File: src/rtl/oc_channel.sv
module oc_channel #(
  parameter int CNT_W = 16
) (
  input  logic             clk,
  input  logic             rst_n,
  input  logic [CNT_W-1:0] timer_cnt,
  input  logic [CNT_W-1:0] prd_val,
  input  logic             mode_wr,
  input  logic [2:0]       mode_in,
  input  logic             pri_wr,
  input  logic [CNT_W-1:0] pri_in,
  input  logic             sec_wr,
  input  logic [CNT_W-1:0] sec_in,
  input  logic             gpio_lvl,
  input  logic             fault_n,
  output logic             pin_out,
  output logic             irq,
  output logic             tmr_rst
);

  typedef enum logic [2:0] {
    MD_OFF   = 3'b000,
    MD_OS_HI = 3'b001,
    MD_OS_LO = 3'b010,
    MD_TOG   = 3'b011,
    MD_DLY   = 3'b100,
    MD_PULSE = 3'b101,
    MD_PWM   = 3'b110,
    MD_PWMF  = 3'b111
  } mode_e;

  mode_e            mode_q;
  logic [CNT_W-1:0] pri_q, sec_q, pri_d;
  logic             out_q, out_d;
  logic             done_q, done_d;
  logic             flt_q, flt_d;
  logic             fault_q;
  logic             irq_d;
  logic             init_lvl;

  wire hit_pri = (timer_cnt == pri_q);
  wire hit_sec = (timer_cnt == sec_q);
  wire is_pwm  = (mode_q == MD_PWM) || (mode_q == MD_PWMF);
  wire hit_prd = is_pwm && (timer_cnt == prd_val);
  wire pri_nz  = pri_wr ? (pri_in != '0) : (pri_q != '0);
  wire rise    = out_d & ~out_q;
  wire fall    = ~out_d & out_q;

  assign tmr_rst = hit_prd;
  assign pin_out = (mode_q == MD_OFF) ? gpio_lvl : out_q;

  always_comb begin
    case (mode_e'(mode_in))
      MD_OFF:             init_lvl = gpio_lvl;
      MD_OS_LO:           init_lvl = 1'b1;
      MD_TOG:             init_lvl = out_q;
      MD_PWM, MD_PWMF:    init_lvl = pri_nz;
      default:            init_lvl = 1'b0;
    endcase
  end

  always_comb begin
    out_d  = out_q;
    done_d = done_q;
    flt_d  = flt_q;
    pri_d  = pri_wr ? pri_in : pri_q;
    irq_d  = 1'b0;
    if (mode_wr) begin
      out_d  = init_lvl;
      done_d = 1'b0;
      flt_d  = 1'b0;
    end else begin
      case (mode_q)
        MD_OFF: out_d = gpio_lvl;
        MD_OS_HI: if (!done_q && hit_pri) begin
          out_d  = 1'b1;
          done_d = 1'b1;
        end
        MD_OS_LO: if (!done_q && hit_pri) begin
          out_d  = 1'b0;
          done_d = 1'b1;
        end
        MD_TOG: if (hit_pri) out_d = ~out_q;
        MD_DLY: if (!done_q) begin
          if (out_q && hit_sec) begin
            out_d  = 1'b0;
            done_d = 1'b1;
          end else if (!out_q && hit_pri) begin
            out_d = 1'b1;
          end
        end
        MD_PULSE: begin
          if (out_q && hit_sec)       out_d = 1'b0;
          else if (!out_q && hit_pri) out_d = 1'b1;
        end
        default: begin
          if (hit_prd) begin
            if (!pri_wr) pri_d = sec_q;
            out_d = (sec_q != '0);
          end else if (hit_pri) begin
            out_d = 1'b0;
          end
          if (mode_q == MD_PWMF) begin
            if (!fault_n) flt_d = 1'b1;
            if (flt_d)    out_d = 1'b0;
          end
        end
      endcase
      case (mode_q)
        MD_OS_HI:         irq_d = rise;
        MD_OS_LO:         irq_d = fall;
        MD_TOG:           irq_d = rise | fall;
        MD_DLY, MD_PULSE: irq_d = fall;
        MD_PWMF:          irq_d = fault_q & ~fault_n;
        default:          irq_d = 1'b0;
      endcase
    end
  end

  always_ff @(posedge clk or negedge rst_n) begin
    if (!rst_n) begin
      mode_q  <= MD_OFF;
      pri_q   <= '0;
      sec_q   <= '0;
      out_q   <= 1'b0;
      done_q  <= 1'b0;
      flt_q   <= 1'b0;
      fault_q <= 1'b1;
      irq     <= 1'b0;
    end else begin
      if (mode_wr) mode_q <= mode_e'(mode_in);
      if (sec_wr)  sec_q  <= sec_in;
      pri_q   <= pri_d;
      out_q   <= out_d;
      done_q  <= done_d;
      flt_q   <= flt_d;
      fault_q <= fault_n;
      irq     <= irq_d;
    end
  end

  a_r1_off_quiet: assert property (@(posedge clk) disable iff (!rst_n)
    (mode_q == MD_OFF) |-> (!irq && pin_out == gpio_lvl));

  a_r2_oneshot_holds: assert property (@(posedge clk) disable iff (!rst_n)
    (mode_q == MD_OS_HI && out_q && !mode_wr) |=> out_q);

  a_r3_oneshot_lo_holds: assert property (@(posedge clk) disable iff (!rst_n)
    (mode_q == MD_OS_LO && done_q && !mode_wr) |=> !out_q);

  a_r4_event_means_edge: assert property (@(posedge clk) disable iff (!rst_n)
    (irq && mode_q != MD_OFF && !is_pwm) |-> (out_q != $past(out_q)));

  a_r8_pwm_silent: assert property (@(posedge clk) disable iff (!rst_n)
    (mode_q == MD_PWM) |-> !irq);

  a_r8_fault_low: assert property (@(posedge clk) disable iff (!rst_n)
    (mode_q == MD_PWMF && flt_q) |-> !pin_out);

  a_r9_init_lo_mode: assert property (@(posedge clk) disable iff (!rst_n)
    (mode_wr && mode_in == MD_OS_LO) |=> (out_q && !irq));

endmodule

File: config.mk
export PLATFORM = sky130hd
export DESIGN_NAME = oc_channel
export DESIGN_NICKNAME = d
export VERILOG_FILES = /design/src/rtl/oc_channel.sv
export SDC_FILE = /design/constraint.sdc
export NUM_CORES = 1
export LEC_CHECK = 0
export CAP_MARGIN = 10
export CORE_MARGIN = 3
export CORE_UTILIZATION = 51
export CTS_BUF_LIST = sky130_fd_sc_hd__clkbuf_4 sky130_fd_sc_hd__clkbuf_8 sky130_fd_sc_hd__clkbuf_16
export DETAILED_ROUTE_END_ITERATION = 10
export PLACE_DENSITY = 0.86
export SETUP_SLACK_MARGIN = 0.15
export SYNTH_ARGS = -nofsm -noshare
export SYNTH_HDL_FRONTEND = slang
export SYNTH_SLANG_ARGS = --single-unit
File: constraint.sdc
create_clock -name clk -period 7.7 [get_ports clk]
set_input_delay 0.77 -clock clk [delete_from_list [all_inputs] [get_ports clk]]
set_output_delay 0.77 -clock clk [all_outputs]
set_load 0.02 [all_outputs]
**Word level (Yosys, flattened, before mapping)**

Cells that the tools add are included.

- Bitwise operators: 7
- Reduce and logical (&&, ||, !) cells: 20
- Equal/unequal tests: 16
- Muxes and demuxes: 34

Operators with widths:

| operator | count |
|---|---|
| $mux 16 | 5 |
| $eq 16x16->1 | 3 |
| $reduce_bool 16->1 | 3 |
| $mux 1 | 25 |
| $eq 3x3->1 const B | 6 |
| $eq 3x2->1 const B | 4 |
| $pmux 1 s4 | 2 |
| $logic_not 3->1 | 2 |
| $pmux 1 s6 | 1 |
| $reduce_or 6->1 | 1 |
| $logic_and 1x1->1 | 4 |
| $reduce_and 2->1 | 2 |
| $reduce_or 2->1 | 2 |
| $and 1x1->1 | 3 |
| $eq 3x1->1 const B | 1 |
| $ne 3x1->1 const B | 1 |
| $not 1->1 | 3 |
| $reduce_bool 3->1 | 1 |
| $reduce_or 3->1 | 1 |
| $logic_not 1->1 | 2 |
| $ne 2x1->1 const B | 1 |
| $pmux 1 s2 | 1 |
| $reduce_bool 2->1 | 1 |
| $logic_or 1x1->1 | 1 |
| $or 1x1->1 | 1 |

- Output and inout port bits: 3
- Input bits: 74
- Bits in registers: 40
- Logic and storage cells: 85

**Logic depth before layout (Yosys ltp)**

Gate-level depths: netlist of run 1.

- Depth in word-level cells: 13
- Depth in mapped cells: 18
- Mapped depth without buffers: 18

**Worst setup path after synthesis of run 1**

OpenSTA, ideal clock, no wires.

- Kind: input to register
- Start point: input prd_val[11]
- End point: register irq
- Data arrival time: 3.356 ns
- Data required time: 7.612 ns
- Buffers on the path: 0
- Stages on the path: 12
- Library setup time: 0.088 ns
- Setup slack: 4.255 ns
- Cells stage by stage: xnor2_1 > nand4_1 > or3_1 > or3_4 > mux2_2 > a211o_1 > and3_1 > ha_1 > a211oi_1 > o21ai_0 > a21o_1 > a41oi_1

- Cells in the longest elaborated chain, start to end: 12
- Elaborated cells between the ends (all ways): 13
- Classes of those cells: eq/ne: 1; mux: 7; bitwise: 4; reduce/logical: 1

RTL lines:

| item | line | source |
|---|---|---|
| from (decl) | 7 | `input logic [CNT_W-1:0] prd_val,` |
| $eq 16x16->1 * | 44 | `wire hit_prd = is_pwm && (timer_cnt == prd_val);` |
| $logic_and 1x1->1 * | 44 |  |
| $mux 1 * | 97 | `if (hit_prd) begin` |
| $mux 1 | 105 | `if (flt_d) out_d = 1'b0;` |
| $mux 1 * | 103 | `if (mode_q == MD_PWMF) begin` |
| $pmux 1 s6 * | 73 | `case (mode_q)` |
| $mux 1 * | 68 | `if (mode_wr) begin` |
| $not 1->1 | 47 | `wire fall = ~out_d & out_q;` |
| $and 1x1->1 | 47 |  |
| $or 1x1->1 | 112 | `MD_TOG: irq_d = rise \| fall;` |
| $pmux 1 s4 * | 109 | `case (mode_q)` |
| $mux 1 * | 68 |  |
| via irq_d | 38 | `logic irq_d;` |
| to (signal assigned) | 138 | `irq <= irq_d;` |
| to (decl) | 17 | `output logic irq,` |

The timed path passes the listed nets; every way through them passes the cells marked *.
A chain may end at the register's enable or synchronous reset.

**Worst setup path in the final report of run 1**

- Start point: input timer_cnt[10]
- End point: register irq

- Cells in the longest elaborated chain, start to end: 12
- Elaborated cells between the ends (all ways): 25
- Classes of those cells: eq/ne: 3; mux: 14; bitwise: 4; reduce/logical: 4

RTL lines:

| item | line | source |
|---|---|---|
| from (decl) | 6 | `input logic [CNT_W-1:0] timer_cnt,` |
| $eq 16x16->1, on equally long branches | 41, 44 |  |
| $mux 1 (tied with other cells) | 100 | `end else if (hit_pri) begin` |
| $mux 1, on equally long branches | 97, 88, 94 |  |
| $mux 1, on equally long branches | 105, 85 |  |
| $mux 1, on equally long branches | 103, 84 |  |
| $pmux 1 s6 * | 73 |  |
| $mux 1 * | 68 |  |
| $not 1->1 | 47 |  |
| $and 1x1->1 | 47 |  |
| $or 1x1->1 | 112 |  |
| $pmux 1 s4 * | 109 |  |
| $mux 1 * | 68 |  |
| via irq_d | 38 |  |

Marks and branches as above.

==> out/metrics.json, run 1 <==
{
  "worst_setup_path": {
    "r2r_start": "mode_q[2]$_DFFE_PN0P_",
    "slowest_delay_ps": 560,
    "cp.arrival_ps": 4250,
    "critical_path.n_buffers_inverters": 2,
    "cp_cell_sequence": "clkdlybuf4s50_1 -> xnor2_1 -> nand4_1 -> nor4_1 -> inv_1 -> ha_1 -> nor2b_1 -> o21ai_0 -> nand2_1 -> nor2_1 -> o21a_1 -> nand3_1 -> and3_1 -> ha_1 -> a211oi_1 -> o21ai_0 -> a21o_1 -> a41oi_1",
    "cp-end-kind": "register",
    "cpMaxStageDelayCell": "clkdlybuf4s50_1",
    "cp-startpoint": "timer_cnt[10]",
    "path_class": "input pin to register",
    "critPathRequiredTime_ps": 7910,
    "critical_path.max_fanout": 4,
    "critical_path.top_delay_family": "simple AND/OR/NAND/NOR gates",
    "cp-start-kind": "input pin"
  },
  "layout": {
    "area_delta_synth_final_pct": 34.9,
    "antennaDiodeCount": 0,
    "stdcell_area_um2": 3400,
    "nNetsFinal": 399,
    "final_util": 0.746,
    "layout-drive-gt1-share": 0.105
  },
  "synthesis": {
    "yosys.area_share.simple": 0.160,
    "synth_area_um2": 2520,
    "syn-mean-instance-area_um2": 10.1,
    "synth_mux_area_frac": 0.153,
    "ys_top_cells_by_area": "dfrtp_1, xnor2_1, mux2_2, mux2i_1, xor2_1",
    "largest_family_of_logic_cells_by_synthesized_area": "XOR/XNOR gates",
    "syn_nets": 326,
    "synth.largest_area_cell": "dfrtp_1",
    "synth_xor_xnor_area_share": 0.174,
    "ys_seq_area_frac": 0.397,
    "synth.top_cell.area_share": 0.387,
    "synth_compound_gate_area_share": 0.0818,
    "synth_seq_cells": 40,
    "yosysUniqueCellTypes": 36,
    "ys_warn_count": 0,
    "synth_fa_ha_area_frac": 0.00992,
    "syn_inst": 250
  },
  "floorplanning": {
    "placementRows": 24,
    "dieWidth_um": 76.3,
    "ioPinCount": 77,
    "die_y_um": 76.3,
    "initial_utilization": 0.553,
    "die-area_um2": 5830,
    "coreArea_um2": 4560
  },
  "grt": {
    "globalRoute.totalOverflow": 0,
    "grt_pass1_vias": 2232,
    "grt_max_degree": 41,
    "antenna_found_initial": 0,
    "grt_pass1_wl_mm": 11.0,
    "groute.usage.overall": 0.236
  },
  "sta": {
    "final.setup.tns_ps": 0,
    "fmax_mhz": 248,
    "count_of_pins_over_their_slew_limit": 0,
    "unrepaired_setup_endpoints_after_global_routing": "false",
    "finalHoldViolCount": 0,
    "final.setup_skew_ps": 3.97,
    "finalCriticalPeriod_ps": 4040,
    "report.final.setup_viol": 0,
    "timing.hold.ws_ps": 570,
    "min_period_over_period": 0.525,
    "worstMarginPinSlew_ps": 1020,
    "timing.slew.headroom": 0.321
  },
  "detailed_routing": {
    "routed_via_density": 5.73,
    "met3_length_um": 466,
    "detail_route.iter0.violations": 188,
    "met1_length_mm": 2.94,
    "dr_total_vias": 2228,
    "drt_drc_violations_left": 0,
    "routed_wire_length_mm": 6.63,
    "drt_pass1_iterations": 4,
    "route.met2.wl_mm": 3.10,
    "routedWlPerCell_um": 17.0,
    "drt.antenna.violating_nets": 0,
    "top_signal_layer_used": "met4"
  },
  "placement": {
    "place_hpwl_mm": 5.32,
    "gp_routability_congestion": 0.899,
    "io_buffers": 76,
    "post_dp_cell_area_um2": 3310
  },
  "clocking": {
    "gates_resized_cts_repair": 0,
    "clk_pin_slew_ps": 80,
    "post_cts_buffers": 0,
    "cts_htree_levels": 2,
    "clock_latency_ps": 300,
    "clock_sinks": 40,
    "cts_tree": "done",
    "cts_hold_buf": 0,
    "cts_buffer_depth": 2,
    "cts_buffers": 5,
    "clock_root_buffer": "clkbuf_8"
  },
  "power_and_ir_drop": {
    "vdd_ir_drop_max_mv": 0.133,
    "post-layout-total-power_uw": 541,
    "static-leakage-power_nw": 1.24,
    "pwr_density_cell_nw_per_um2": 159
  },
  "hold_path": {
    "hp-start": "done_q$_DFFE_PN0P_",
    "hold_path_class": "register to register"
  },
  "job": {
    "max_cap_violations": 0
  },
  "status": {
    "status": "finished clean"
  }
}
[cells in the mapped netlist (all sizes together)]
| cell | number |
|---|---|
| a211o | 2 |
| a211oi | 1 |
| a21o | 1 |
| a21oi | 3 |
| a41oi | 2 |
| and3 | 2 |
| buf | 1 |
| clkbuf | 9 |
| dfrtp | 39 |
| dfstp | 1 |
| ha | 2 |
| inv | 4 |
| mux2 | 20 |
| mux2i | 16 |
| nand2 | 21 |
| nand2b | 1 |
| nand3 | 3 |
| nand4 | 12 |
| nor2 | 8 |
| nor2b | 3 |
| nor3 | 4 |
| nor3b | 2 |
| nor4 | 14 |
| o211ai | 1 |
| o21a | 1 |
| o21ai | 20 |
| o221ai | 1 |
| o41ai | 2 |
| or2 | 1 |
| or3 | 2 |
| or3b | 1 |
| xnor2 | 37 |
| xor2 | 13 |
[worst reg2reg max path, delay by kind of cell, from the launching register on]
kind                     cells  cell delay [ps]
AND/OR/NAND/NOR              4             1230
AO/OA/AOI/OAI                5             1050
flip-flops                   1              570
multiplexers                 1              290
adder cells (fa/ha/maj)      1              270
[power by group]
| group | internal [mW] | switching [mW] | total (mW) |
|---|---|---|---|
| registers | 0.230 | 0.0304 | 0.260 |
| clock network | 0.0680 | 0.0764 | 0.144 |
| logic | 0.0821 | 0.0548 | 0.137 |
| total | 0.380 | 0.162 | 0.541 |
[flip-flops by register name, summed over array words and instances, names as in the netlist]
register	cells
fault_q	1
irq	1
sec_q	16
pri_q	16
mode_q	3
out_q	1
done_q	1
flt_q	1
[through the flow]
step / cells / setup slack [ps]
2_1_floorplan: 250 / 4260
3_3_place_gp: 381 / 3530
3_5_place_dp: 381 / 3380
4_1_cts: 389 / 3680
5_1_grt: 389 / 3430
6_report: 389 / 3660
[area by class of cell]
type	count	area, µm²
well taps	65	81.3
fillers	357	1160
clock inverters	2	16.3
flip-flops and latches	40	1000
clock buffers	6	76.3
repair buffers	76	756
multi-input cells	196	1460
inverters	4	15.0
[layout by cell type (no fill, tap or decap), drive strengths merged, types with 2 or more instances in the layout]
cell type	n
a211o	2
a21oi	3
a41oi	2
and3	2
clkbuf	6
clkdlybuf4s50	75
dfrtp	39
ha	2
inv	4
mux2	20
mux2i	16
nand2	21
nand3	3
nand4	12
nor2	8
nor2b	3
nor3	4
nor3b	2
nor4	14
o21ai	20
o41ai	2
or3	2
xnor2	37
xor2	13
[cell families (layout without fill, tap and decap cells)]
| logic type | after synthesis | count (layout) |
|---|---|---|
| AND/OR/NAND/NOR | 74 | 74 |
| XOR/XNOR | 50 | 50 |
| flip-flops | 40 | 40 |
| multiplexers | 36 | 36 |
| AO/OA/AOI/OAI | 34 | 34 |
| buffers and inverters | 14 | 88 |
| adder cells (fa/ha/maj) | 2 | 2 |
[worst paths after layout]
| check | endpoint | slack [ps] | cells after the start |
|---|---|---|---|
| setup / recovery | irq$_DFF_PN0_ | 3660 | 18 |
| hold / removal | done_q$_DFFE_PN0P_ | 570 | 2 |
| setup reg to reg | irq$_DFF_PN0_ | 4190 | 11 |
| hold reg to reg | done_q$_DFFE_PN0P_ | 570 | 2 |
| max in group asynchronous | pri_q[12]$_DFF_PN0_ | 6550 | 1 |
| min in group asynchronous | sec_q[5]$_DFFE_PN0P_ | 590 | 1 |
[layer usage]
layer | up-vias | track usage
met1 | 1074 | 0.333
met4 | 0 | 0.0779
met3 | 12 | 0.0532
met2 | 96 | 0.359
li1 | 1046 | -
met5 | - | 0
No activity file was read; power rests on OpenSTA's default activity.
==> inputs of run 2 (changes only) <==
--- a/config.mk
+++ b/config.mk
@@ -7,10 +7,10 @@
 export LEC_CHECK = 0
 export CAP_MARGIN = 10
 export CORE_MARGIN = 3
-export CORE_UTILIZATION = 51
+export CORE_UTILIZATION = 43
 export CTS_BUF_LIST = sky130_fd_sc_hd__clkbuf_4 sky130_fd_sc_hd__clkbuf_8 sky130_fd_sc_hd__clkbuf_16
 export DETAILED_ROUTE_END_ITERATION = 10
-export PLACE_DENSITY = 0.86
+export PLACE_DENSITY = 0.77
 export SETUP_SLACK_MARGIN = 0.15
 export SYNTH_ARGS = -nofsm -noshare
 export SYNTH_HDL_FRONTEND = slang
==> constraint.sdc (replaced) <==
create_clock -name clk -period 3.4 [get_ports clk]
set_input_delay 0.34 -clock clk [delete_from_list [all_inputs] [get_ports clk]]
set_output_delay 0.34 -clock clk [all_outputs]
set_load 0.02 [all_outputs]
==> out/metrics.json, run 2 (synthesized netlist as in run 1, its figures left out) <==
{
  "status": {
    "status": "finished clean"
  },
  "power_and_ir_drop": {
    "fraction_of_power_consumed_by_the_clock_network": 0.291,
    "static-leakage-power_nw": 1.50,
    "combinationalPowerShare": 0.269,
    "pwr_density_cell_nw_per_um2": 356,
    "cellInternalPower_uw": 948,
    "vdd_ir_drop_max_mv": 0.243,
    "power.switching_uw": 375,
    "seq_power_share": 0.441,
    "switching_share": 0.284
  },
  "placement": {
    "placed_cells": 409,
    "gp_routability_congestion": 0.911,
    "io_buffers": 76,
    "place_hpwl_mm": 5.52
  },
  "sta": {
    "unrepaired_setup_endpoints_after_global_routing": "true",
    "worstMarginPinSlew_ps": 901,
    "finalCriticalPeriod_ps": 3250,
    "fmax_mhz": 307,
    "timing.slew.headroom": 0.399,
    "count_of_pins_over_their_slew_limit": 0,
    "min_period_over_period": 0.957,
    "report.final.setup_viol": 0,
    "final.setup_skew_ps": 7.45,
    "final.setup.tns_ps": 0,
    "finalHoldViolCount": 0
  },
  "worst_setup_path": {
    "critical_path.max_fanout": 2,
    "cp-end-kind": "register",
    "cp-start-kind": "input pin",
    "cpMaxStageDelayCell": "clkdlybuf4s50_1",
    "critical_path.top_delay_family": "simple AND/OR/NAND/NOR gates",
    "rr_worst_depth": 17,
    "path_class": "input pin to register",
    "most_repeated_library_cell_on_the_critical_path": "or3_4",
    "critical_path.n_buffers_inverters": 2,
    "cp-endpoint": "irq$_DFF_PN0_",
    "cp_cell_sequence": "clkdlybuf4s50_1 -> xnor2_1 -> nand4_1 -> or3_4 -> or3_4 -> mux2_4 -> a211o_1 -> and3_4 -> ha_4 -> a211oi_2 -> o21ai_2 -> buf_4 -> a41oi_2",
    "cp.arrival_ps": 3470,
    "critical_path.reg2reg.endpoint": "irq$_DFF_PN0_",
    "r2r_start": "pri_q[8]$_DFF_PN0_",
    "slowest_delay_ps": 480,
    "cp-startpoint": "prd_val[5]",
    "critPathRequiredTime_ps": 3610,
    "worstSetupPathDepth": 13,
    "setup.reg_to_reg.worst_slack_ps": 230
  },
  "floorplanning": {
    "die_y_um": 82.6,
    "dieWidth_um": 82.6,
    "ioPinCount": 77,
    "die-area_um2": 6820,
    "placementRows": 27,
    "initial_utilization": 0.450,
    "coreArea_um2": 5610
  },
  "clocking": {
    "clock_sinks": 40,
    "clock_latency_ps": 290,
    "clock_root_buffer": "clkbuf_8",
    "cts_buffer_depth": 2,
    "clk_pin_slew_ps": 80,
    "cts_buffers": 5,
    "cts_htree_levels": 2,
    "cts_tree": "done"
  },
  "layout": {
    "num-fill-cells": 469,
    "antennaDiodeCount": 0,
    "area_delta_synth_final_pct": 47.3,
    "nNetsFinal": 427,
    "layout-drive-gt1-share": 0.202,
    "largest_registers": "pri_q (16), sec_q (16), mode_q (3)",
    "post_route_insts_no_fill": 424,
    "most-common-layout-cells": "clkdlybuf4s50_1, dfrtp_1, xnor2_1",
    "final_common_cell": "clkdlybuf4s50_1"
  },
  "job": {
    "max_cap_violations": 0
  },
  "detailed_routing": {
    "detail_route.iter0.violations": 135,
    "routedWlPerCell_um": 16.7,
    "drt_drc_violations_left": 0,
    "dr_total_vias": 2248,
    "routed_via_density": 5.30,
    "drt_pass1_iterations": 4,
    "routed_wire_length_mm": 7.10,
    "drt.antenna.violating_nets": 0
  },
  "grt": {
    "groute.usage.overall": 0.212,
    "antenna_found_initial": 0,
    "grt_pass1_vias": 2336,
    "globalRoute.totalOverflow": 0,
    "grt_pass1_wl_mm": 10.9,
    "grt_max_degree": 41
  },
  "hold_path": {
    "hold_path_class": "input pin to asynchronous set/reset pin"
  }
}
==> run 2: changes by cell type in the layout (fill, tap and decap cells not counted), sizes merged <==
cell           previous run  this run
buf                       1        29
clkdlybuf4s50            75        59
dlymetal6s2s              0         9
dlygate4sd2               0         7
bufinv                    0         1
clkbuf                    6         5
==> run 2: worst min-delay path by stage <==
stage / start / to / slack [ps]
2_1_floorplan: rst_n / done_q$_DFFE_PN0P_ / 40
3_3_place_gp: flt_q$_DFFE_PN0P_ / flt_q$_DFFE_PN0P_ / 490
3_5_place_dp: flt_q$_DFFE_PN0P_ / flt_q$_DFFE_PN0P_ / 500
4_1_cts: rst_n / flt_q$_DFFE_PN0P_ / 200
5_1_grt: rst_n / out_q$_DFF_PN0_ / 220
6_report: rst_n / out_q$_DFF_PN0_ / 160
==> run 2: metrics by stage <==
step	util	hold WS [ps]	setup WS, ps	cell area, µm²	power (mW)
after floorplan	-	44.4	385	2520	0.741
after global placement	0.620	486	-279	3480	0.916
after detailed placement	0.620	495	-369	3480	0.925
after CTS	0.647	198	162	3630	1.31
after global routing	0.663	222	44.6	3720	1.39
final	0.663	163	145	3720	1.32
==> run 2: power groups by stage <==
stage               Sequential [mW]  Clock, mW  Combinational (mW)
global placement              0.587          0               0.329
global route                  0.589      0.414               0.388
finish                        0.583      0.385               0.356
CTS                           0.581      0.394               0.340
floorplan                     0.566          0               0.174
detailed placement            0.589          0               0.336
==> run 2: cell type report <==
| type | count | area, µm² | share of cell area |
|---|---|---|---|
| Sequential cell | 40 | 1000 | 0.270 |
| Clock buffer | 5 | 68.8 | 0.0185 |
| Clock inverter | 3 | 42.5 | 0.0114 |
| Tap cell | 72 | 90.1 | 0.0242 |
| Multi-Input combinational cell | 196 | 1520 | 0.409 |
| Inverter | 4 | 15.0 | 0.00404 |
| Timing Repair Buffer | 104 | 980 | 0.264 |
==> run 2: what timing repair did <==
action,4_1_cts,5_1_grt
buffers inserted,4,3
cloned,0,0
setup endpoints to repair,1,1
hold endpoints to repair,0,0
pin swaps,10,17
resized for setup,12,16
hold buffers,0,0
==> run 2: routing by layer <==
layer	GRT usage	part of all wire	vias to the layer above
met5	0	0	-
met4	0.0425	0.0048	0
met3	0.0390	0.069	2
met2	0.357	0.48	77
met1	0.286	0.45	1074
li1	-	-	1095
==> inputs of run 3 (changes only) <==
--- a/config.mk
+++ b/config.mk
@@ -9,6 +9,7 @@
 export CORE_MARGIN = 3
 export CORE_UTILIZATION = 43
 export CTS_BUF_LIST = sky130_fd_sc_hd__clkbuf_4 sky130_fd_sc_hd__clkbuf_8 sky130_fd_sc_hd__clkbuf_16
+export CTS_CLUSTER_SIZE = 28
 export DETAILED_ROUTE_END_ITERATION = 10
 export PLACE_DENSITY = 0.77
 export SETUP_SLACK_MARGIN = 0.15
==> results of run 3 <==
No change in the layout: final DEF, timing and power equal those of run 2.
